==> src/rtl/cart_bank_pkg.sv <==
`timescale 1ns/1ps
package cart_bank_pkg;
  localparam int NUM_WIN = 7;
  localparam int WIN_IO3 = 2;

  typedef enum logic [1:0] {
    MODE_OFF = 2'b00,
    MODE_ROM = 2'b01,
    MODE_RW  = 2'b10,
    MODE_RO  = 2'b11
  } winMode_e;

  // strobes from bus control into the register/decode datapath
  typedef struct packed {
    logic       hit;        // current access targets the register file
    logic       wr;         // one-clock register write pulse
    logic [3:0] off;        // register offset
    logic [7:0] data;       // write data
    logic       hidden;     // register file hidden
    logic       softActive; // soft reset pulse running
  } ctrlStrobe_t;
endpackage

==> src/rtl/cart_bank_ctrl.sv <==
`timescale 1ns/1ps
module cart_bank_ctrl
  import cart_bank_pkg::*;
#(
  parameter int ADDR_W    = 13,
  parameter int IO_W      = 10,
  parameter int PULSE_CYC = 16
) (
  input  logic              clk,
  input  logic              rstN,
  input  logic              phi2,
  input  logic              rwN,
  input  logic [ADDR_W-1:0] addr,
  input  logic              io3Sel,
  input  logic [7:0]        dataIn,
  output ctrlStrobe_t       strobe,
  output logic              softResetN
);
  localparam int CNT_W = $clog2(PULSE_CYC + 1);

  logic             phi2Q;
  logic             fallEdge;
  logic             hidden;
  logic             regHit;
  logic             regWr;
  logic             cfgWr;
  logic [CNT_W-1:0] pulseCnt;

  always_ff @(posedge clk or negedge rstN)
    if (!rstN) phi2Q <= 1'b0;
    else       phi2Q <= phi2;

  assign fallEdge = phi2Q & ~phi2;
  assign regHit   = io3Sel & ~hidden & (&addr[IO_W-1:4]);
  assign regWr    = regHit & ~rwN & fallEdge;
  assign cfgWr    = regWr & (addr[3:0] == 4'd0);

  always_ff @(posedge clk or negedge rstN)
    if (!rstN)                      hidden <= 1'b0;
    else if (cfgWr && dataIn[6])    hidden <= 1'b1;

  always_ff @(posedge clk or negedge rstN)
    if (!rstN)                        pulseCnt <= '0;
    else if (cfgWr && dataIn[7])      pulseCnt <= CNT_W'(PULSE_CYC);
    else if (fallEdge && pulseCnt != '0) pulseCnt <= pulseCnt - 1'b1;

  assign softResetN = (pulseCnt == '0);

  always_comb begin
    strobe.hit        = regHit;
    strobe.wr         = regWr;
    strobe.off        = addr[3:0];
    strobe.data       = dataIn;
    strobe.hidden     = hidden;
    strobe.softActive = ~softResetN;
  end

  AST_HIDE_STICKY: assert property (@(posedge clk) disable iff (!rstN)
    hidden |=> hidden) else $error("hide bit cleared without reset");
  AST_HIDDEN_NO_HIT: assert property (@(posedge clk) disable iff (!rstN)
    hidden |-> !strobe.hit) else $error("register hit while hidden");
  AST_PULSE_START: assert property (@(posedge clk) disable iff (!rstN)
    $fell(softResetN) |-> pulseCnt == CNT_W'(PULSE_CYC)) else $error("pulse started short");
  AST_PULSE_HOLD: assert property (@(posedge clk) disable iff (!rstN)
    (!softResetN && !fallEdge && !cfgWr) |=> !softResetN) else $error("pulse ended off a phi2 edge");
endmodule

==> src/rtl/cart_bank_regs.sv <==
`timescale 1ns/1ps
module cart_bank_regs
  import cart_bank_pkg::*;
#(
  parameter int BANK_W     = 16,
  parameter int RAM_BANK_W = 8
) (
  input  logic               clk,
  input  logic               rstN,
  input  logic               phi2,
  input  logic               rwN,
  input  logic [NUM_WIN-1:0] windowSel,
  input  ctrlStrobe_t        strobe,
  output logic               flashCeN,
  output logic               ramCeN,
  output logic               ramWeN,
  output logic [BANK_W-1:0]  highAddr,
  output logic [7:0]         regData,
  output logic               regDataOe
);
  winMode_e          modes [NUM_WIN];
  logic [BANK_W-1:0] banks [NUM_WIN];

  for (genvar w = 0; w < NUM_WIN; w++) begin : g_win
    localparam logic [3:0] MODE_REG  = (w < 3) ? 4'd0 : 4'd1;
    localparam int         MODE_LSB  = (w < 3) ? 2 * w : 2 * (w - 3);
    localparam logic [2:0] BANK_SLOT = 3'(w + 1);

    always_ff @(posedge clk or negedge rstN)
      if (!rstN) begin
        modes[w] <= (w == NUM_WIN - 1) ? MODE_ROM : MODE_OFF;
        banks[w] <= '0;
      end else if (strobe.wr) begin
        if (strobe.off == MODE_REG)
          modes[w] <= winMode_e'(strobe.data[MODE_LSB +: 2]);
        if (strobe.off[3:1] == BANK_SLOT) begin
          if (strobe.off[0]) banks[w][BANK_W-1:8] <= strobe.data;
          else               banks[w][7:0]        <= strobe.data;
        end
      end
  end

  // register readback
  always_comb begin
    regData = 8'h00;
    case (strobe.off)
      4'd0: regData = {strobe.softActive, strobe.hidden, modes[2], modes[1], modes[0]};
      4'd1: regData = {modes[6], modes[5], modes[4], modes[3]};
      default:
        for (int w = 0; w < NUM_WIN; w++)
          if (strobe.off[3:1] == 3'(w + 1))
            regData = strobe.off[0] ? banks[w][BANK_W-1:8] : banks[w][7:0];
    endcase
  end
  assign regDataOe = phi2 & strobe.hit & rwN;

  // window select: lowest index wins
  winMode_e          selMode;
  logic [BANK_W-1:0] selBank;
  logic              selValid;
  always_comb begin
    selMode  = MODE_OFF;
    selBank  = '0;
    selValid = 1'b0;
    for (int w = NUM_WIN - 1; w >= 0; w--)
      if (windowSel[w]) begin
        selMode  = modes[w];
        selBank  = banks[w];
        selValid = 1'b1;
      end
  end

  logic act, romAct, ramAct;
  assign act    = phi2 & selValid & ~strobe.hit;
  assign romAct = act & (selMode == MODE_ROM);
  assign ramAct = act & selMode[1];

  assign flashCeN = ~romAct;
  assign ramCeN   = ~ramAct;
  assign ramWeN   = ~(ramAct & (selMode == MODE_RW) & ~rwN);

  always_comb begin
    if (ramAct)      highAddr = {{(BANK_W - RAM_BANK_W){1'b0}}, selBank[RAM_BANK_W-1:0]};
    else if (romAct) highAddr = selBank;
    else             highAddr = '0;
  end

  AST_CE_EXCLUSIVE: assert property (@(posedge clk) disable iff (!rstN)
    !(!flashCeN && !ramCeN)) else $error("both chips enabled");
  AST_WE_ON_WRITE: assert property (@(posedge clk) disable iff (!rstN)
    !ramWeN |-> (!rwN && !ramCeN)) else $error("write enable without write");
  AST_REG_NO_CE: assert property (@(posedge clk) disable iff (!rstN)
    strobe.hit |-> (flashCeN && ramCeN && ramWeN)) else $error("memory enabled on register access");
  AST_PHI_LOW_IDLE: assert property (@(posedge clk) disable iff (!rstN)
    !phi2 |-> (flashCeN && ramCeN && ramWeN)) else $error("enable during phi2 low");
  AST_RAM_MASK: assert property (@(posedge clk) disable iff (!rstN)
    !ramCeN |-> (highAddr >> RAM_BANK_W) == '0) else $error("unmasked RAM bank bits");
endmodule

==> src/rtl/cart_bank_ctrl_top.sv <==
`timescale 1ns/1ps
module cart_bank_ctrl_top
  import cart_bank_pkg::*;
#(
  parameter int ADDR_W     = 13,
  parameter int IO_W       = 10,
  parameter int BANK_W     = 16,
  parameter int RAM_BANK_W = 8,
  parameter int PULSE_CYC  = 16
) (
  input  logic               clk,
  input  logic               rstN,
  input  logic               phi2,
  input  logic               rwN,
  input  logic [ADDR_W-1:0]  addr,
  input  logic [7:0]         dataIn,
  input  logic [NUM_WIN-1:0] windowSel,
  output logic               flashCeN,
  output logic               ramCeN,
  output logic               ramWeN,
  output logic [BANK_W-1:0]  highAddr,
  output logic [7:0]         regData,
  output logic               regDataOe,
  output logic               softResetN
);
  ctrlStrobe_t strobe;

  cart_bank_ctrl #(.ADDR_W(ADDR_W), .IO_W(IO_W), .PULSE_CYC(PULSE_CYC)) u_ctrl (
    .clk(clk), .rstN(rstN), .phi2(phi2), .rwN(rwN), .addr(addr),
    .io3Sel(windowSel[WIN_IO3]), .dataIn(dataIn),
    .strobe(strobe), .softResetN(softResetN)
  );

  cart_bank_regs #(.BANK_W(BANK_W), .RAM_BANK_W(RAM_BANK_W)) u_regs (
    .clk(clk), .rstN(rstN), .phi2(phi2), .rwN(rwN), .windowSel(windowSel),
    .strobe(strobe), .flashCeN(flashCeN), .ramCeN(ramCeN), .ramWeN(ramWeN),
    .highAddr(highAddr), .regData(regData), .regDataOe(regDataOe)
  );
endmodule

==> config.mk <==
export PLATFORM = sky130hd
export DESIGN_NAME = cart_bank_ctrl_top
export DESIGN_NICKNAME = d
export VERILOG_FILES = /design/src/rtl/cart_bank_pkg.sv /design/src/rtl/cart_bank_ctrl.sv /design/src/rtl/cart_bank_regs.sv /design/src/rtl/cart_bank_ctrl_top.sv
export SDC_FILE = /design/constraint.sdc
export NUM_CORES = 1
export LEC_CHECK = 0
export BUFFER_PORTS_ARGS = -buffer_cell sky130_fd_sc_hd__buf_4
export CORE_UTILIZATION = 51
export CTS_CLUSTER_SIZE = 10
export DETAILED_ROUTE_END_ITERATION = 8
export PLACE_DENSITY = 0.7
export REMOVE_ABC_BUFFERS = 1
export SYNTH_ARGS = -nofsm -noshare
export SYNTH_HDL_FRONTEND = slang
export SYNTH_SLANG_ARGS = --single-unit
==> constraint.sdc <==
create_clock -name clk -period 6.9 [get_ports clk]
set_clock_uncertainty 0.05 [all_clocks]
set_input_delay 1.035 -clock clk [delete_from_list [all_inputs] [get_ports clk]]
set_output_delay 1.035 -clock clk [all_outputs]
set_load 0.03 [all_outputs]
# --- After elaboration in Yosys (flattened, before gate mapping) ---
# Cells that the tools add are included.
op_classes:
  add_sub_neg: 1
  eq_ne: 10
  mux: 40
  bitwise_logic: 23
  reduce_logical: 24
op_table:
  columns: ["op", "n"]
  rows:
  - ["16-bit 2-to-1 mux", 9]
  - ["8-bit 2-to-1 mux", 14]
  - ["3-bit AND reduction", 14]
  - ["8-bit case mux with 2 select lines", 1]
  - ["1-bit bitwise AND", 14]
  - ["2-bit 2-to-1 mux", 7]
  - ["3-bit equality test, second input constant", 4]
  - ["5-bit 2-to-1 mux", 2]
  - ["1-bit inverter", 9]
  - ["1-bit 2-to-1 mux", 7]
  - ["3-bit by 2-bit equality test with 1-bit output, second input constant", 2]
  - ["6-bit AND reduction", 1]
  - ["5-bit logical NOT", 1]
  - ["5-bit nonzero test", 1]
  - ["5-bit by 1-bit subtractor with 5-bit output, second input constant", 1]
  - ["4-bit by 1-bit equality test with 1-bit output, second input constant", 1]
  - ["4-bit logical NOT", 1]
  - ["2-bit AND reduction", 2]
  - ["3-bit by 1-bit equality test with 1-bit output, second input constant", 1]
  - ["1-bit logical AND", 3]
  - ["2-bit by 1-bit equality test with 1-bit output, second input constant", 1]
  - ["2-bit equality test, second input constant", 1]
  - ["2-bit nonzero test", 1]
word_totals:
  regBits: 133
  input_bits: 32
  elab_cells: 122

# --- Logic depth before layout (Yosys ltp) ---
logic_depth:
  depth_word: 13
  depth_mapped: 8

# --- Modules after synthesis ---
# A second synthesis with hierarchy kept.
unflattened:
  hier_cells: 671
  area_unflattened_um2: 7623.6
modules_own_cells:
  columns: ["module", "instances", "cells_each", "area_each_um2"]
  rows:
  - ["cart_bank_regs", 1, 618, 7098.1]
  - ["cart_bank_ctrl", 1, 53, 525.5]

# --- Least setup slack after synthesis ---
# OpenSTA, ideal clock, no wires.
synth_path:
  path_kind: "input-to-output"
  startpoint: "input port windowSel[2]"
  endpoint: "output port highAddr[0]"
  t_arrival_ns: 3.256
  setup_slack_ns: 2.559
  cell_stages: 6
  path_cell_list: "buf_2 -> or2_2 -> o31a_1 -> or4_1 -> buf_2 -> a221oi_1"
synth_between:
  elab_chain_cells: 8
  elab_cells_between_ends: 19
synth_rtl:
  columns: ["element", "line", "text"]
  rows:
  - ["from (decl)", "cart_bank_ctrl_top.sv:17", "input logic [NUM_WIN-1:0] windowSel,"]
  - ["1-bit 2-to-1 mux (3 in a row)", "cart_bank_regs.sv:66", "if (windowSel[w]) begin"]
  - ["1-bit bitwise AND (2 in a row)", "cart_bank_regs.sv:74", "assign act = phi2 & selValid & ~strobe.hit;"]
  - ["1-bit bitwise AND", "cart_bank_regs.sv:75", "assign romAct = act & (selMode == MODE_ROM);"]
  - ["16-bit 2-to-1 mux", "cart_bank_regs.sv:84", "else if (romAct) highAddr = selBank;"]
  - ["16-bit 2-to-1 mux (*)", "cart_bank_regs.sv:83", "if (ramAct) highAddr = {{(BANK_W - RAM_BANK_W){1'b0}}, selBank[RAM_BANK_W-1:0]};"]
  - ["to (decl)", "cart_bank_ctrl_top.sv:21", "output logic [BANK_W-1:0] highAddr,"]
# Mark *: on every way between the ends. The rest lies on a longest branch, timed or not.

# --- Worst setup path after layout ---
layout_path:
  startpoint: "input port windowSel[1]"
  endpoint: "output port highAddr[9]"
layout_between:
  elab_chain_cells: 7
  elab_cells_between_ends: 13
layout_rtl:
  columns: ["element", "line"]
  rows:
  - ["1-bit 2-to-1 mux (2 in a row)", "cart_bank_regs.sv:66"]
  - ["1-bit bitwise AND (2 in a row)", "cart_bank_regs.sv:74"]
  - ["1-bit bitwise AND", "cart_bank_regs.sv:75"]
  - ["16-bit 2-to-1 mux", "cart_bank_regs.sv:84"]
  - ["16-bit 2-to-1 mux (*)", "cart_bank_regs.sv:83"]
# Marks and branches as above.

==> qor.yml <==
synth:
  yosys_warnings: 0
  synth.distinct_cells: 54
  synthFlopType: "dfrtp_1"
  async_flop_share_pct: 100
  synth-edff-count: 0
  ys_seq_elements: 133
  synth_seq_area_share_pct: 45.1
  postSynthAreaPerCell_um2: 11.2
  syn_area_um2: 7390
  syn_inst: 658
sta:
  setup-tns-final_ps: 0
  rsz0062_at_grt: "no"
  fin_crit_ps: 4860
  post-route-period-util_pct: 70.4
  drv_slew: 0
  hold_viol_final: 0
  worst_pin_slew_ps: 1340
  relSlewSlack_pct: 10.5
  setup_viol: 0
  fmax_mhz: 206
worst_setup_path:
  reg2reg_to: "u_regs.banks[95]"
  cp.depth: 7
  r2r_cells: 5
  critPathLaunch: "windowSel[1]"
  rrSetupSlack_ps: 4070
  start_kind: "primary input"
  cp_common_cell: "buf_4"
  arrival_ps: 3770
  cp-end-kind: "output port"
  slowest_stage: "o211ai_1"
  crit_buf_inv: 2
  cp.required_ps: 5810
  cp_top_family: "compound AO/OA/AOI/OAI gates"
  critPathKind: "primary input to output port"
  regToRegStartpoint: "u_ctrl.hidden"
  cp_cell_sequence: "buf_4, nor2b_1, a221oi_1, o31a_1, o211ai_1, nor3_1, buf_4"
  path_max_fanout: 26
  slowest_delay_ps: 890
  crit_path_end: "highAddr[9]"
global_routing:
  grt_start_max_net_pins: 75
  grt_antenna_before_repair: 0
  track_usage_pct: 30.0
  grt_pass1_wl_mm: 33.0
  overflow: 0
  grt_pass1_vias: 5830
worst_hold_path:
  hold_class: "flop to flop"
layout:
  drive_gt1_share_pct: 39.6
  final_nets: 719
  mostFrequentLayoutCells: "mux2_2 (168), dfrtp_1 (132), o21ai_0 (69)"
  multi_input_area_um2: 3820
  area_growth_pct: 13.9
  final-seq-area_um2: 3330
  layout_commonest_cell: "mux2_2"
  num-fill-cells: 1162
  num_antenna_cells: 0
status:
  outcome: "finished, final reports clean"
clock_tree:
  cts_resized: 0
  cts_buffers: 17
  htree_levels: 4
  cts-root-buf: "clkbuf_16"
  cts_buffer_depth: 2
  tritoncts: "built"
  clk_pin_slew_worst_paths_ps: 60
  cts_sinks: 133
  clock_latency_ps: 420
  cts_setup_buffers: 0
  cts_hold_buf: 0
floorplanning:
  core_um2: 14000
  start_util_pct: 52.8
  die_y_um: 122
  num_rows: 43
  die_x_um: 122
  pin_count: 61
  dieArea_um2: 15000
drt:
  drtIter0Drc: 666
  post_drt_wl_per_cell_um: 24.4
  first_pass_iters: 7
  dr_total_vias: 5869
  wl_mm: 21.4
  drc: 0
  ant_nets: 0
  via_per_inst: 6.68
power:
  power_density_nw_per_um2: 223
  total_power_mw: 1.87
  vdd_drop_max_v: 0.000190
  p_leak_nw: 3.92
placed_design:
  gp_congestion: 0.958
  hpwl_mm: 14.6
  portBuffers: 57
run:
  maxCapViolCount: 0
==> area by class of cell <==
cell class                      instances  area share [%]
Clock buffer                           18            5.10
Clock inverter                         14            1.58
Inverter                                7           0.312
Multi-Input combinational cell        467            45.4
Sequential cell                       133            39.6
Tap cell                              180            2.68
Timing Repair Buffer                   60            5.35
==> synth_stat cells (2+ instances only) <==
cell / instances / share of area (%)
nor3_1: 4 / 0.27
nor2b_1: 6 / 0.51
nor2_1: 21 / 1.1
o311ai_0: 11 / 1.3
nand4b_1: 2 / 0.24
nor3b_1: 6 / 0.61
inv_1: 6 / 0.30
o211ai_1: 3 / 0.30
and3_1: 3 / 0.25
nand3_1: 2 / 0.14
nor2_2: 3 / 0.25
clkbuf_1: 34 / 1.7
o311a_1: 3 / 0.41
mux2_2: 168 / 26
a21o_1: 2 / 0.20
a22oi_1: 12 / 1.2
a2111oi_0: 2 / 0.24
buf_2: 14 / 0.95
o21ai_0: 69 / 4.7
nand2_1: 32 / 1.6
a31oi_1: 7 / 0.59
a211oi_1: 2 / 0.20
and2_1: 2 / 0.17
dfrtp_1: 132 / 45
nor3_2: 3 / 0.41
mux2i_1: 15 / 2.0
or2_2: 2 / 0.17
xor2_1: 2 / 0.24
o22ai_1: 12 / 1.0
nand2b_1: 5 / 0.42
mux4_2: 2 / 0.61
nand2_2: 4 / 0.34
buf_1: 3 / 0.15
nand4_1: 2 / 0.17
a221oi_1: 27 / 3.2
a21oi_1: 15 / 1.0
or3_1: 3 / 0.25
==> worst register-to-register path: stages (launching register included) <==
cell	delay, ps
dfrtp_1	460
nand4b_1	270
nor3_2	510
nand2_1	220
nor3_2	780
mux2_2	420
==> routing by layer <==
metal  up-vias  part of all wire (%)  global-route usage (%)
met5         -                     0                       0
met3        60                   7.4                    7.02
met2       287                    47                    47.1
met4         0                   4.2                    14.6
met1      2972                    41                    39.1
li1       2550                     -                       -
==> through the flow <==
stage | hold WS [ps] | area (um^2) | std cells | util [%] | worst slack (ps)
floorplan | 390 | 7180 | 607 | - | 2210
global placement | 437 | 7860 | 847 | 56.2 | 2200
detailed placement | 446 | 7860 | 847 | 56.2 | 2150
CTS | 458 | 8420 | 879 | 60.2 | 2120
global route | 489 | 8420 | 879 | 60.2 | 1910
finish | 456 | 8420 | 879 | 60.2 | 2040
==> report_power, final <==
group / switching (mW) / internal [mW] / leakage [nW]
Clock: 0.359 / 0.498 / 0.266
Combinational: 0.139 / 0.0695 / 1.81
Sequential: 0.0139 / 0.794 / 1.84
==> cell families after synthesis <==
logic type | share of synthesized area, %
AOI/OAI and AO/OA | 15.1
xor gates and xnor gates | 0.356
adders and majority gates | 0.169
buffers and inverters | 3.18
DFF | 45.1
muxes | 28.2
and+or+nand+nor | 7.92
==> registers in the layout, summed over array words and instances (netlist names) <==
name and flops:
u_regs.modes 14, u_ctrl.hidden 1, u_ctrl.pulseCnt 5, u_ctrl.phi2Q 1, u_regs.banks 112
==> how the worst min path moves through the flow <==
stage	start	endpoint	slack, ps	cells after the start
floorplan	u_ctrl.hidden	u_ctrl.hidden	390	1
global placement	u_ctrl.pulseCnt[4]	u_ctrl.pulseCnt[4]	440	1
detailed placement	u_regs.banks[97]	u_regs.banks[97]	450	1
CTS	u_regs.banks[97]	u_regs.banks[97]	460	1
global route	u_regs.banks[97]	u_regs.banks[97]	490	1
finish	u_regs.banks[97]	u_regs.banks[97]	460	1
Power figures use the tool's default switching activity.
